===== src/rtl/rdArbPkg.sv =====
package rdArbPkg;
  // Widest port index carried on the control-to-datapath strobe (up to 16 ports).
  localparam int IDX_MAX_W = 4;

  typedef struct packed {
    logic                 fire;    // a grant is issued at the coming edge
    logic [IDX_MAX_W-1:0] winIdx;  // port receiving it
  } arbStrobe_t;
endpackage


===== src/rtl/rdArbDatapath.sv =====
module rdArbDatapath
  import rdArbPkg::*;
#(
  parameter int NUM_PORTS = 4,
  parameter int CNT_W     = 10,
  parameter int LVL_W     = 5,
  parameter int ZERO_LSBS = 2,
  parameter int BANK_W    = 3,
  parameter int ROW_W     = 16
) (
  input  logic                                clk,
  input  logic                                rstN,
  input  arbStrobe_t                          strobe,
  input  logic [NUM_PORTS-1:0]                reqValid,
  input  logic [NUM_PORTS*BANK_W-1:0]         reqBank,
  input  logic [NUM_PORTS*ROW_W-1:0]          reqRow,
  input  logic [NUM_PORTS*CNT_W-1:0]          cfgLoad,
  input  logic [NUM_PORTS-1:0]                cfgAgeEn,
  output logic [NUM_PORTS-1:0][LVL_W-1:0]     level,
  output logic [NUM_PORTS-1:0]                pageHit
);
  localparam logic [CNT_W-1:0] LOAD_MASK = {{(CNT_W-ZERO_LSBS){1'b1}}, {ZERO_LSBS{1'b0}}};

  logic [BANK_W-1:0] tagBank, winBank;
  logic [ROW_W-1:0]  tagRow, winRow;

  // Bank and row of the command being granted now.
  always_comb begin
    winBank = '0;
    winRow  = '0;
    for (int i = 0; i < NUM_PORTS; i++) begin
      if (strobe.winIdx == IDX_MAX_W'(i)) begin
        winBank = reqBank[i*BANK_W +: BANK_W];
        winRow  = reqRow[i*ROW_W +: ROW_W];
      end
    end
  end

  always_ff @(posedge clk) begin
    if (!rstN) begin
      tagBank <= '0;
      tagRow  <= '0;
    end else if (strobe.fire) begin
      tagBank <= winBank;
      tagRow  <= winRow;
    end
  end

  for (genvar p = 0; p < NUM_PORTS; p++) begin : g_age
    logic [CNT_W-1:0] ageCnt;
    logic [CNT_W-1:0] loadVal;
    logic             isWinner;

    assign loadVal  = cfgLoad[p*CNT_W +: CNT_W] & LOAD_MASK;
    assign isWinner = strobe.fire && (strobe.winIdx == IDX_MAX_W'(p));

    always_ff @(posedge clk) begin
      if (!rstN || isWinner) begin
        ageCnt <= loadVal;
      end else if (reqValid[p] && cfgAgeEn[p] && (ageCnt != '0)) begin
        ageCnt <= ageCnt - 1'b1;
      end
    end

    assign level[p]   = ageCnt[CNT_W-1 -: LVL_W];
    assign pageHit[p] = (reqBank[p*BANK_W +: BANK_W] == tagBank) &&
                        (reqRow[p*ROW_W +: ROW_W] == tagRow);
  end
endmodule


===== src/rtl/rdArbPick.sv =====
module rdArbPick #(
  parameter int NUM_PORTS = 4,
  parameter int LVL_W     = 5,
  localparam int IDX_W    = (NUM_PORTS > 1) ? $clog2(NUM_PORTS) : 1
) (
  input  logic [NUM_PORTS-1:0]            reqValid,
  input  logic [NUM_PORTS-1:0]            urgAct,
  input  logic [NUM_PORTS-1:0][LVL_W-1:0] level,
  input  logic [IDX_W-1:0]                rrPtr,
  output logic [IDX_W-1:0]                pickIdx
);
  logic [LVL_W-1:0]     minLvl;
  logic [NUM_PORTS-1:0] cand;
  logic                 found;
  int                   idx;

  always_comb begin
    minLvl = '1;
    for (int i = 0; i < NUM_PORTS; i++) begin
      if (reqValid[i] && (level[i] < minLvl)) minLvl = level[i];
    end
    // Urgent ports form the candidate set whenever any exists.
    if (|urgAct) begin
      cand = urgAct;
    end else begin
      for (int i = 0; i < NUM_PORTS; i++) cand[i] = reqValid[i] && (level[i] == minLvl);
    end
    found   = 1'b0;
    pickIdx = '0;
    idx     = 0;
    for (int k = 0; k < NUM_PORTS; k++) begin
      idx = int'(rrPtr) + k;
      if (idx >= NUM_PORTS) idx = idx - NUM_PORTS;
      if (!found && cand[idx]) begin
        found   = 1'b1;
        pickIdx = IDX_W'(idx);
      end
    end
  end
endmodule


===== src/rtl/rdArbControl.sv =====
module rdArbControl
  import rdArbPkg::*;
#(
  parameter int NUM_PORTS = 4,
  parameter int LVL_W     = 5,
  parameter int LIMIT_W   = 4
) (
  input  logic                            clk,
  input  logic                            rstN,
  input  logic [NUM_PORTS-1:0]            reqValid,
  input  logic [NUM_PORTS-1:0]            reqUrgent,
  input  logic [NUM_PORTS-1:0][LVL_W-1:0] level,
  input  logic [NUM_PORTS-1:0]            pageHit,
  input  logic [NUM_PORTS-1:0]            cfgUrgEn,
  input  logic [NUM_PORTS-1:0]            cfgPageEn,
  input  logic [LIMIT_W-1:0]              cfgPageLimit,
  input  logic                            cfgCritEn,
  output arbStrobe_t                      strobe,
  output logic [NUM_PORTS-1:0]            grant,
  output logic                            critical
);
  localparam int IDX_W = (NUM_PORTS > 1) ? $clog2(NUM_PORTS) : 1;

  logic [NUM_PORTS-1:0] urgAct;
  logic [IDX_W-1:0]     pickIdx, winIdx, rrPtr, lastIdx, rrNext;
  logic                 lastFire, anyValid, stickyOk, foreignUrgent;
  logic [LIMIT_W-1:0]   holdCnt;

  assign urgAct   = reqValid & reqUrgent & cfgUrgEn;
  assign anyValid = |reqValid;

  rdArbPick #(.NUM_PORTS(NUM_PORTS), .LVL_W(LVL_W)) i_pick (
    .reqValid (reqValid),
    .urgAct   (urgAct),
    .level    (level),
    .rrPtr    (rrPtr),
    .pickIdx  (pickIdx)
  );

  assign foreignUrgent = (|urgAct) && !urgAct[lastIdx];
  assign stickyOk = lastFire && cfgPageEn[lastIdx] && reqValid[lastIdx] &&
                    pageHit[lastIdx] && (holdCnt < cfgPageLimit) && !foreignUrgent;
  assign winIdx   = stickyOk ? lastIdx : pickIdx;
  assign rrNext   = (winIdx == IDX_W'(NUM_PORTS-1)) ? '0 : winIdx + 1'b1;

  assign strobe.fire   = anyValid;
  assign strobe.winIdx = IDX_MAX_W'(winIdx);

  always_ff @(posedge clk) begin
    if (!rstN) begin
      grant    <= '0;
      critical <= 1'b0;
      lastFire <= 1'b0;
      lastIdx  <= '0;
      holdCnt  <= '0;
      rrPtr    <= '0;
    end else begin
      critical <= cfgCritEn && (|(reqUrgent & cfgUrgEn));
      lastFire <= anyValid;
      if (anyValid) begin
        grant   <= NUM_PORTS'(1) << winIdx;
        lastIdx <= winIdx;
        rrPtr   <= rrNext;
        holdCnt <= stickyOk ? holdCnt + 1'b1 : '0;
      end else begin
        grant   <= '0;
        holdCnt <= '0;
      end
    end
  end
endmodule


===== src/rtl/rdAgeArbiter.sv =====
module rdAgeArbiter
  import rdArbPkg::*;
#(
  parameter int NUM_PORTS = 4,   // at most 2**IDX_MAX_W
  parameter int CNT_W     = 10,
  parameter int LVL_W     = 5,
  parameter int ZERO_LSBS = 2,
  parameter int BANK_W    = 3,
  parameter int ROW_W     = 16,
  parameter int LIMIT_W   = 4
) (
  input  logic                        clk,
  input  logic                        rstN,
  input  logic [NUM_PORTS-1:0]        reqValid,
  input  logic [NUM_PORTS*BANK_W-1:0] reqBank,
  input  logic [NUM_PORTS*ROW_W-1:0]  reqRow,
  input  logic [NUM_PORTS-1:0]        reqUrgent,
  input  logic [NUM_PORTS*CNT_W-1:0]  cfgLoad,
  input  logic [NUM_PORTS-1:0]        cfgAgeEn,
  input  logic [NUM_PORTS-1:0]        cfgUrgEn,
  input  logic [NUM_PORTS-1:0]        cfgPageEn,
  input  logic [LIMIT_W-1:0]          cfgPageLimit,
  input  logic                        cfgCritEn,
  output logic [NUM_PORTS-1:0]        grant,
  output logic                        critical
);
  arbStrobe_t                      strobe;
  logic [NUM_PORTS-1:0][LVL_W-1:0] level;
  logic [NUM_PORTS-1:0]            pageHit;

  rdArbDatapath #(
    .NUM_PORTS(NUM_PORTS), .CNT_W(CNT_W), .LVL_W(LVL_W),
    .ZERO_LSBS(ZERO_LSBS), .BANK_W(BANK_W), .ROW_W(ROW_W)
  ) i_datapath (
    .clk      (clk),
    .rstN     (rstN),
    .strobe   (strobe),
    .reqValid (reqValid),
    .reqBank  (reqBank),
    .reqRow   (reqRow),
    .cfgLoad  (cfgLoad),
    .cfgAgeEn (cfgAgeEn),
    .level    (level),
    .pageHit  (pageHit)
  );

  rdArbControl #(
    .NUM_PORTS(NUM_PORTS), .LVL_W(LVL_W), .LIMIT_W(LIMIT_W)
  ) i_control (
    .clk          (clk),
    .rstN         (rstN),
    .reqValid     (reqValid),
    .reqUrgent    (reqUrgent),
    .level        (level),
    .pageHit      (pageHit),
    .cfgUrgEn     (cfgUrgEn),
    .cfgPageEn    (cfgPageEn),
    .cfgPageLimit (cfgPageLimit),
    .cfgCritEn    (cfgCritEn),
    .strobe       (strobe),
    .grant        (grant),
    .critical     (critical)
  );
endmodule


===== config.mk =====
export PLATFORM = sky130hd
export DESIGN_NAME = rdAgeArbiter
export DESIGN_NICKNAME = d
export VERILOG_FILES = /design/src/rtl/rdArbPkg.sv /design/src/rtl/rdArbDatapath.sv /design/src/rtl/rdArbPick.sv /design/src/rtl/rdArbControl.sv /design/src/rtl/rdAgeArbiter.sv
export SDC_FILE = /design/constraint.sdc
export NUM_CORES = 1
export LEC_CHECK = 0
export ABC_AREA = 1
export BUFFER_PORTS_ARGS = -buffer_cell sky130_fd_sc_hd__buf_2
export CAP_MARGIN = 20
export CORE_ASPECT_RATIO = 0.9
export CORE_MARGIN = 5
export CORE_UTILIZATION = 45
export CTS_CLUSTER_DIAMETER = 40
export DETAILED_ROUTE_END_ITERATION = 6
export GPL_TIMING_DRIVEN = 0
export PLACE_DENSITY = 0.7
export SYNTH_ARGS = -nofsm -noshare
export SYNTH_HDL_FRONTEND = slang
export SYNTH_HIERARCHICAL = 1
export SYNTH_SLANG_ARGS = --single-unit

===== constraint.sdc =====
create_clock -name clk -period 6.29 [get_ports clk]
set_input_delay 0.3145 -clock clk [delete_from_list [all_inputs] [get_ports clk]]
set_output_delay 0.3145 -clock clk [all_outputs]
set_load 0.05 [all_outputs]

=== After elaboration in Yosys (flattened, before gate mapping) ===
Index checks and enable logic that the tools add are counted.

* Output and inout port bits: 5
* Input bits: 143
* Word-level logic and storage cells: 174
* Flip-flop bits (word level): 73

* Bitwise operators: 3
* Shift operators: 1
* Add/sub/neg operators: 13
* Mux-type cells: 54
* Equal/unequal tests: 15
* Reductions and logical operators: 58
* Order comparisons: 14

{| class="wikitable"
|+ Operators by type and width
! cell !! number
|-
| $lt 32x4->1 const B || 4
|-
| $mux 32 || 4
|-
| $mux 10 || 8
|-
| $eq 16x16->1 || 4
|-
| $mux 16 || 4
|-
| $reduce_bool 10->1 || 4
|-
| $sub 10x1->10 const B || 4
|-
| $logic_and 1x1->1 || 34
|-
| $eq 5x5->1 || 4
|-
| $mux 5 || 4
|-
| $bmux 1 s2 || 8
|-
| $lt 5x5->1 || 3
|-
| $mux 1 || 15
|-
| $and 4x4->4 || 3
|-
| $eq 3x3->1 || 4
|-
| $mux 2 || 6
|-
| $mux 3 || 4
|-
| $reduce_or 4->1 || 3
|-
| $sub 3x3->4 const B || 3
|-
| $ge 3x3->1 const B || 3
|-
| $reduce_bool 2->1 || 4
|-
| $add 2x2->3 const B || 2
|-
| $logic_not 1->1 || 6
|-
| $lt 5x5->1 const B || 1
|-
| 15 further kinds || 19
|}

=== Logic depth before layout (Yosys ltp) ===
Gate-level depths: netlist of run 1.

* Depth in word-level cells: 34
* Depth in mapped cells: 54
* Gate-level depth less buffers: 51

=== Cells and area by module ===
Netlist of run 1, hierarchy kept.

{| class="wikitable"
|+ Modules (own cells, without submodules)
! module !! cells each !! area each (sq um) !! sequential area each (sq um) !! instances
|-
| rdArbDatapath || 786 || 5059.9 || 1501.4 || 1
|-
| rdArbPick || 261 || 1376.3 || 0.0 || 1
|-
| rdArbControl || 126 || 875.8 || 280.3 || 1
|}

=== Worst setup path before layout of run 1 ===
Ideal clock, no wire load.

* Kind: register to register
* Start: register i_datapath.g_age[0].ageCnt[6]
* End: register i_datapath.g_age[0].ageCnt[2], enable pin
* Stages on the path, launching flop included: 40
* Arrival: 5.779 ns
* Library setup time: 0.329 ns
* Slack: 0.182 ns
* Data required time: 5.961 ns
* Cell sequence: edfxtp_1 buf_4 nand2_1 inv_1 a311oi_1 ha_1 nand2_2 nand2_4 o21ai_0 ha_1 a21oi_1 nor2_1 a2111oi_2 nand2_4 inv_2 nand2_1 o21ai_1 inv_1 [4 not listed] buf_2 nand3_1 nand3_1 nand2_1 nor2_1 nand3_2 nand3_1 nand3_2 nand2_2 o21a_1 nand3_1 nand2_1 nand2_1 nor2_2 nand3_1 nand2_1 inv_1 nand2_1

{| class="wikitable"
|+ RTL lines
! what !! line !! source
|-
| start: declaration || rdArbDatapath.sv:50 || <nowiki>logic [CNT_W-1:0] ageCnt;</nowiki>
|-
| start signal: assignment || rdArbDatapath.sv:59 || <nowiki>ageCnt <= loadVal;</nowiki>
|-
| start signal: assignment || rdArbDatapath.sv:61 || <nowiki>ageCnt <= ageCnt - 1'b1;</nowiki>
|}

==> results.yml, run 1 <==
status:
  status: "completed"
global_route:
  antenna_found_initial: 1
  grt_overflow_total: 0
  grt_pass1_wl_um: 36600
  grt.busiest_layer: "met2"
  grt_max_degree: 13
  grt_pass1_vias: 7457
  use_met2_pct: 40.6
  grtUsageMet1_pct: 32.1
  grt_usage_pct: 24.3
  grtUsageMet3_pct: 5.09
drt:
  wl_per_cell_um: 15.4
  drt-initial-drc-count: 631
  avgViaCountPerCell: 5.26
  routed_wl_um: 24000
  post-route-drc-count: 0
  drtPass1Iterations: 5
  drtAntennaViolNets: 0
  dr_total_vias: 8208
finish:
  area_growth_pct: 27.7
  final_util_pct: 58.3
  fin_nets: 1509
  diodes: 0
  final_common_cell: "nand2_1"
  drive_gt1_share_pct: 25.5
  mostFrequentLayoutCells: "nand2_1, buf_2, nand3_1"
clock_network:
  numCtsBuffers: 9
  cts_root_buf: "clkbuf_16"
  holdBufCountCts: 0
  h-tree-depth: 3
  cts_tree: "yes"
  cts.clk_slew.worst_paths_ns: 0.06
  cts.sinks: 73
  clockBufferDepth: 2
  worst_skew_pair.late_latency_ns: 0.35
critical_path:
  path_max_fanout: 8
  r2r_cells: 45
  crit_type: "reg2reg"
  worstPathArrival_ns: 6.16
  cpMostUsedCell: "nand2_1"
  end_kind: "register"
  slowest_stage: "edfxtp_1"
  startpoint_type: "register"
  worstPathRequired_ns: 6.38
  slowest_delay_ns: 0.43
job:
  timing.max_cap.violations: 0
pwr:
  switching_power_mw: 1.85
  p_seq_share_pct: 19.0
  ir_drop_mv: 0.222
  pwr-share-clk_pct: 14.8
  comb_power_share_pct: 66.1
  p_int_mw: 2.01
  p_leak_nw: 4.72
  p_sw_share_pct: 47.8
  p_per_area_nw_per_um2: 413
floorplan:
  die_area_um2: 18900
  initial_utilization_pct: 45.6
  core_area_um2: 16000
  row_count: 44
  fp.dieW_um: 144
  ios: 148
  die_h_um: 131
synthesis:
  synth-compound-area-share_pct: 8.25
  netlist_area_um2: 7310
  async_flop_share_pct: 0
  avgSynthCellArea_um2: 6.23
  seq_area_frac_synth_pct: 24.4
  yosysUniqueCellTypes: 45
  synthSimpleGateAreaFrac_pct: 42.6
  synth_top_family_by_area: "simple AND/OR/NAND/NOR gates"
  synthMuxAreaShare_pct: 0
  synth_xor_area_share_pct: 9.22
  synthAdderAreaFrac_pct: 2.91
  syn_inst: 1173
  synth-main-ff-cell: "dfxtp_1"
  ys_ff_latch: 73
  synth-edff-count: 32
  yosys_warnings: 6
sta:
  clock-skew-final_ns: 0.0117
  period_minus_slack_ns: 6.07
  timing.setup.tns_ns: 0
  tightest_slew_ns: 0.614
  setup_violations: 0
  fmax_mhz: 165
  hold_viol: 0
  slew_headroom_pct: 59.1
  slew_viol_final: 0
  fin_crit_sh_pct: 96.5
place:
  portBuffers: 139
  dp_hpwl_um: 17900
  place_congestion: 0.947
hold_path:
  hp-class: "in2reg"
  min_path_cells: 3
path summary, 6_finish.rpt:
path              slack [ns]                                         end                                       start
setup / recovery        0.22     i_datapath/g_age[2].ageCnt[3]$_DFFE_PP_     i_datapath/g_age[0].ageCnt[7]$_DFFE_PP_
hold reg to reg         0.46  i_datapath/g_age[0].ageCnt[0]$_SDFFE_PP0P_  i_datapath/g_age[0].ageCnt[0]$_SDFFE_PP0P_
setup reg to reg        0.22     i_datapath/g_age[2].ageCnt[3]$_DFFE_PP_     i_datapath/g_age[0].ageCnt[7]$_DFFE_PP_
hold / removal          0.23               i_control/critical$_SDFF_PN0_                                   cfgCritEn
cells in the mapped netlist, types with 2 or more instances:
| library cell | n | share of area [%] |
|---|---|---|
| o21ai_2 | 2 | 0.24 |
| o21bai_1 | 2 | 0.21 |
| o21ai_1 | 3 | 0.21 |
| inv_2 | 6 | 0.31 |
| buf_2 | 6 | 0.41 |
| nor2_1 | 138 | 7.1 |
| nor2_4 | 3 | 0.46 |
| nor3_1 | 12 | 0.82 |
| ha_1 | 17 | 2.9 |
| xnor2_1 | 28 | 3.4 |
| a21boi_0 | 4 | 0.41 |
| clkbuf_1 | 18 | 0.92 |
| a21oi_1 | 36 | 2.5 |
| buf_6 | 4 | 0.62 |
| edfxtp_1 | 32 | 13 |
| or2_2 | 2 | 0.17 |
| o22ai_1 | 4 | 0.34 |
| inv_1 | 135 | 6.9 |
| buf_4 | 30 | 3.1 |
| nand3_2 | 11 | 1.5 |
| nand3_1 | 157 | 11 |
| nand2_4 | 10 | 1.5 |
| o21ai_0 | 48 | 3.3 |
| xor2_1 | 49 | 5.9 |
| nand2_2 | 10 | 0.86 |
| nand4_1 | 16 | 1.4 |
| nand2_1 | 328 | 17 |
| nor2_2 | 4 | 0.34 |
| dfxtp_1 | 41 | 11 |
| a21oi_2 | 2 | 0.24 |
kinds of logic after synthesis:
family	after synthesis
buffers and inverters	201
flip-flops	73
adder cells (fa/ha/maj)	17
AO/OA/AOI/OAI	108
XOR/XNOR	77
other	1
AND/OR/NAND/NOR	696
layer usage:
layer | vias up | wire length, um
met5 | - | 13
met4 | 2 | 525
met3 | 44 | 1860
met2 | 362 | 11300
met1 | 3715 | 10300
li1 | 4085 | -
state kept, by name (all words and copies together) (netlist names):
register,count
i_datapath/g_age.ageCnt,40
i_datapath/tagRow,16
i_control/grant,4
i_control/holdCnt,4
i_datapath/tagBank,3
i_control/lastIdx,2
i_control/rrPtr,2
i_control/critical,1
i_control/lastFire,1
power by group through the flow:
stage | Combinational (mW) | Sequential (mW) | Clock (mW)
after floorplan | 1.48 | 0.744 | 0
after global placement | 1.95 | 0.742 | 0
after detailed placement | 1.97 | 0.744 | 0
after CTS | 2.17 | 0.728 | 0.585
after global routing | 2.78 | 0.749 | 0.603
final | 2.55 | 0.734 | 0.573
per-stage QoR:
stage	instance area [um^2]	worst slack, ns	std cells	hold slack (ns)	total power, mW
after detailed placement	8270	-1.47	1520	0.457	2.72
after global placement	8270	-1.40	1520	0.450	2.70
after CTS	8860	0.0300	1546	0.221	3.49
after floorplan	7320	0.182	1174	0.430	2.23
after global routing	9340	-0.112	1561	0.239	4.13
final	9340	0.218	1561	0.228	3.86
worst max-delay path, delay by kind of cell (launching register included):
family / cells / cell delay, ns
adders and majority gates: 3 / 0.83
and+or+nand+nor: 27 / 2.51
AOI/OAI and AO/OA: 6 / 1.09
buffers and inverters: 9 / 0.92
DFF: 1 / 0.43
area by class of cell:
type / instances / area, um^2
Fill cell: 1583 / 6680
Multi-Input combinational cell: 901 / 5050
Sequential cell: 73 / 1780
Timing Repair Buffer: 167 / 973
Inverter: 141 / 547
Buffer: 56 / 407
Tap cell: 207 / 259
Clock buffer: 10 / 239
Clock inverter: 6 / 81.3
what timing repair did:
| action | in CTS | in global routing |
|---|---|---|
| resized for setup | 53 | 70 |
| pin swaps | 8 | 27 |
| setup buffers | 10 | 13 |
| setup endpoints to repair | 97 | 91 |
| gates cloned | 0 | 6 |
No activity file was read; power rests on OpenSTA's default activity.
==> inputs of run 2 (changes only) <==
==> constraint.sdc (replaced) <==
create_clock -name clk -period 6.29 [get_ports clk]
set_input_delay 0.629 -clock clk [delete_from_list [all_inputs] [get_ports clk]]
set_output_delay 0.629 -clock clk [all_outputs]
set_load 0.05 [all_outputs]
==> results.yml, run 2 (synthesis gave the netlist of run 1 again) <==
critical_path:
  end_kind: "register"
  cpMostUsedCell: "nand2_1"
  rr_startpoint: "i_datapath/g_age[0].ageCnt[7]$_DFFE_PP_"
  crit_cells: 45
  crit_family: "simple AND/OR/NAND/NOR gates"
  slowest_stage: "edfxtp_1"
  worstPathRequired_ns: 6.38
  reg2reg_to: "i_datapath/g_age[2].ageCnt[3]$_DFFE_PP_"
  crit_type: "reg2reg"
  slowest_delay_ns: 0.43
  crit_buf_inv: 9
  worstPathArrival_ns: 6.15
  r2r_cells: 45
  startpoint_type: "register"
  path_max_fanout: 8
  ff2ff_setup_slack_ns: 0.23
clock_network:
  cts.clk_slew.worst_paths_ns: 0.06
  cts.sinks: 73
  worst_skew_pair.late_latency_ns: 0.35
  numCtsBuffers: 9
  clockBufferDepth: 2
  cts_tree: "yes"
  cts_root_buf: "clkbuf_16"
  h-tree-depth: 3
drt:
  wl_per_cell_um: 15.3
  routed_wl_um: 23900
  drtPass1Iterations: 6
  avgViaCountPerCell: 5.25
  post-route-drc-count: 0
  drt-initial-drc-count: 631
  drtAntennaViolNets: 0
  dr_total_vias: 8191
job:
  timing.max_cap.violations: 0
finish:
  largest_register_ffs: 40
  fin_nets: 1509
  fillers: 1584
  drive_gt1_share_pct: 25.5
  mostFrequentLayoutCells: "nand2_1, buf_2, nand3_1"
  final_common_cell: "nand2_1"
  area_growth_pct: 27.8
  top_regs: "i_datapath/g_age.ageCnt x40, i_datapath/tagRow x16"
  final_util_pct: 58.3
  regMostFlops: "i_datapath/g_age.ageCnt"
  fin_cells: 1561
  diodes: 0
sta:
  period_minus_slack_ns: 6.06
  slew_viol_final: 0
  setup_violations: 0
  fmax_mhz: 165
  fin_crit_sh_pct: 96.4
  slew_headroom_pct: 59.1
  tightest_slew_ns: 0.614
  hold_viol: 0
  clock-skew-final_ns: 0.0117
pwr:
  p_total_mw: 3.86
  p_per_area_nw_per_um2: 413
  p_leak_nw: 4.72
  ir_drop_mv: 0.222
global_route:
  grt_pass1_vias: 7457
  grt_pass1_wl_um: 36600
  grt_overflow_total: 0
  grt_usage_pct: 24.3
  antenna_found_initial: 1
  grt_max_degree: 13
hold_path:
  hold_end: "i_datapath/g_age[0].ageCnt[0]$_SDFFE_PP0P_"
  hold_start: "i_datapath/g_age[0].ageCnt[0]$_SDFFE_PP0P_"
  min_path_cells: 2
  hp-class: "reg2reg"
place:
  dp_hpwl_um: 17900
  place_congestion: 0.947
  portBuffers: 139
  dp.cells: 1520
floorplan:
  die_h_um: 131
  ios: 148
  fp.dieW_um: 144
  initial_utilization_pct: 45.6
  die_area_um2: 18900
  row_count: 44
  core_area_um2: 16000
status:
  status: "completed"
run 2: changes by cell type in the layout (fill, tap and decap cells not counted), sizes merged:
cell,before,now
clkbuf,31,32
buf,202,201
run 2: how the worst max path moves through the flow:
| stage | slack [ns] | start | endpoint |
|---|---|---|---|
| 6_report | 0.23 | i_datapath/g_age[0].ageCnt[7]$_DFFE_PP_ | i_datapath/g_age[2].ageCnt[3]$_DFFE_PP_ |
| 5_1_grt | -0.11 | i_datapath/g_age[1].ageCnt[8]$_DFFE_PP_ | i_datapath/tagRow[0]$_SDFFE_PN0P_ |
| 4_1_cts | 0.03 | i_datapath/g_age[0].ageCnt[9]$_DFFE_PP_ | i_datapath/g_age[1].ageCnt[3]$_DFFE_PP_ |
| 3_5_place_dp | -1.72 | reqValid[0] | i_datapath/g_age[0].ageCnt[9]$_DFFE_PP_ |
| 3_3_place_gp | -1.66 | reqValid[0] | i_datapath/g_age[0].ageCnt[9]$_DFFE_PP_ |
| 2_1_floorplan | 0.18 | i_datapath/g_age[0].ageCnt[6]$_DFFE_PP_ | i_datapath/g_age[0].ageCnt[2]$_DFFE_PP_ |
run 2: what timing repair did:
item | in CTS | in global routing
gates cloned | 0 | 6
pin swaps | 8 | 27
buffers inserted | 10 | 13
endpoints found under the setup margin | 97 | 91
hold buffers | 0 | 0
gates resized for setup | 53 | 71
run 2: layout make-up:
type	count	area, um^2	area share, %
plain buffers	56	407	4.35
inverters	141	547	5.85
multi-input cells	901	5050	54.1
clock inverters	6	81.3	0.870
repair buffers	167	976	10.4
flip-flops and latches	73	1780	19.1
well taps	207	259	2.77
clock buffers	10	239	2.56
run 2: per-stage QoR:
| step | setup WS, ns | TNS (ns) | hold slack, ns | area [um^2] |
|---|---|---|---|---|
| finish | 0.225 | 0 | 0.463 | 9340 |
| global route | -0.112 | -3.80 | 0.470 | 9340 |
| CTS | 0.0300 | 0 | 0.466 | 8860 |
| detailed placement | -1.72 | -108.48 | 0.457 | 8270 |
| global placement | -1.66 | -104.35 | 0.450 | 8270 |
| floorplan | 0.182 | 0 | 0.430 | 7320 |
run 2: worst reg2reg max path: cells and delay by family (launching register included):
kind,cells,cell delay [ns]
buffers and inverters,9,0.92
and+or+nand+nor,27,2.52
adders and majority gates,3,0.83
AOI/OAI and AO/OA,6,1.11
DFF,1,0.43
run 2: metal layers:
metal  share of wire [%]  global-route usage [%]
met5               0.054                       0
met4                 2.2                    6.42
met3                 7.6                    5.09
met2                  47                    40.6
met1                  43                    32.1
run 2: report_power, final:
| group | leakage (nW) | internal [mW] | total, mW | switching [mW] |
|---|---|---|---|---|
| Clock | 0.156 | 0.356 | 0.573 | 0.217 |
| Sequential | 0.670 | 0.637 | 0.734 | 0.0976 |
| Combinational | 3.89 | 1.02 | 2.55 | 1.53 |
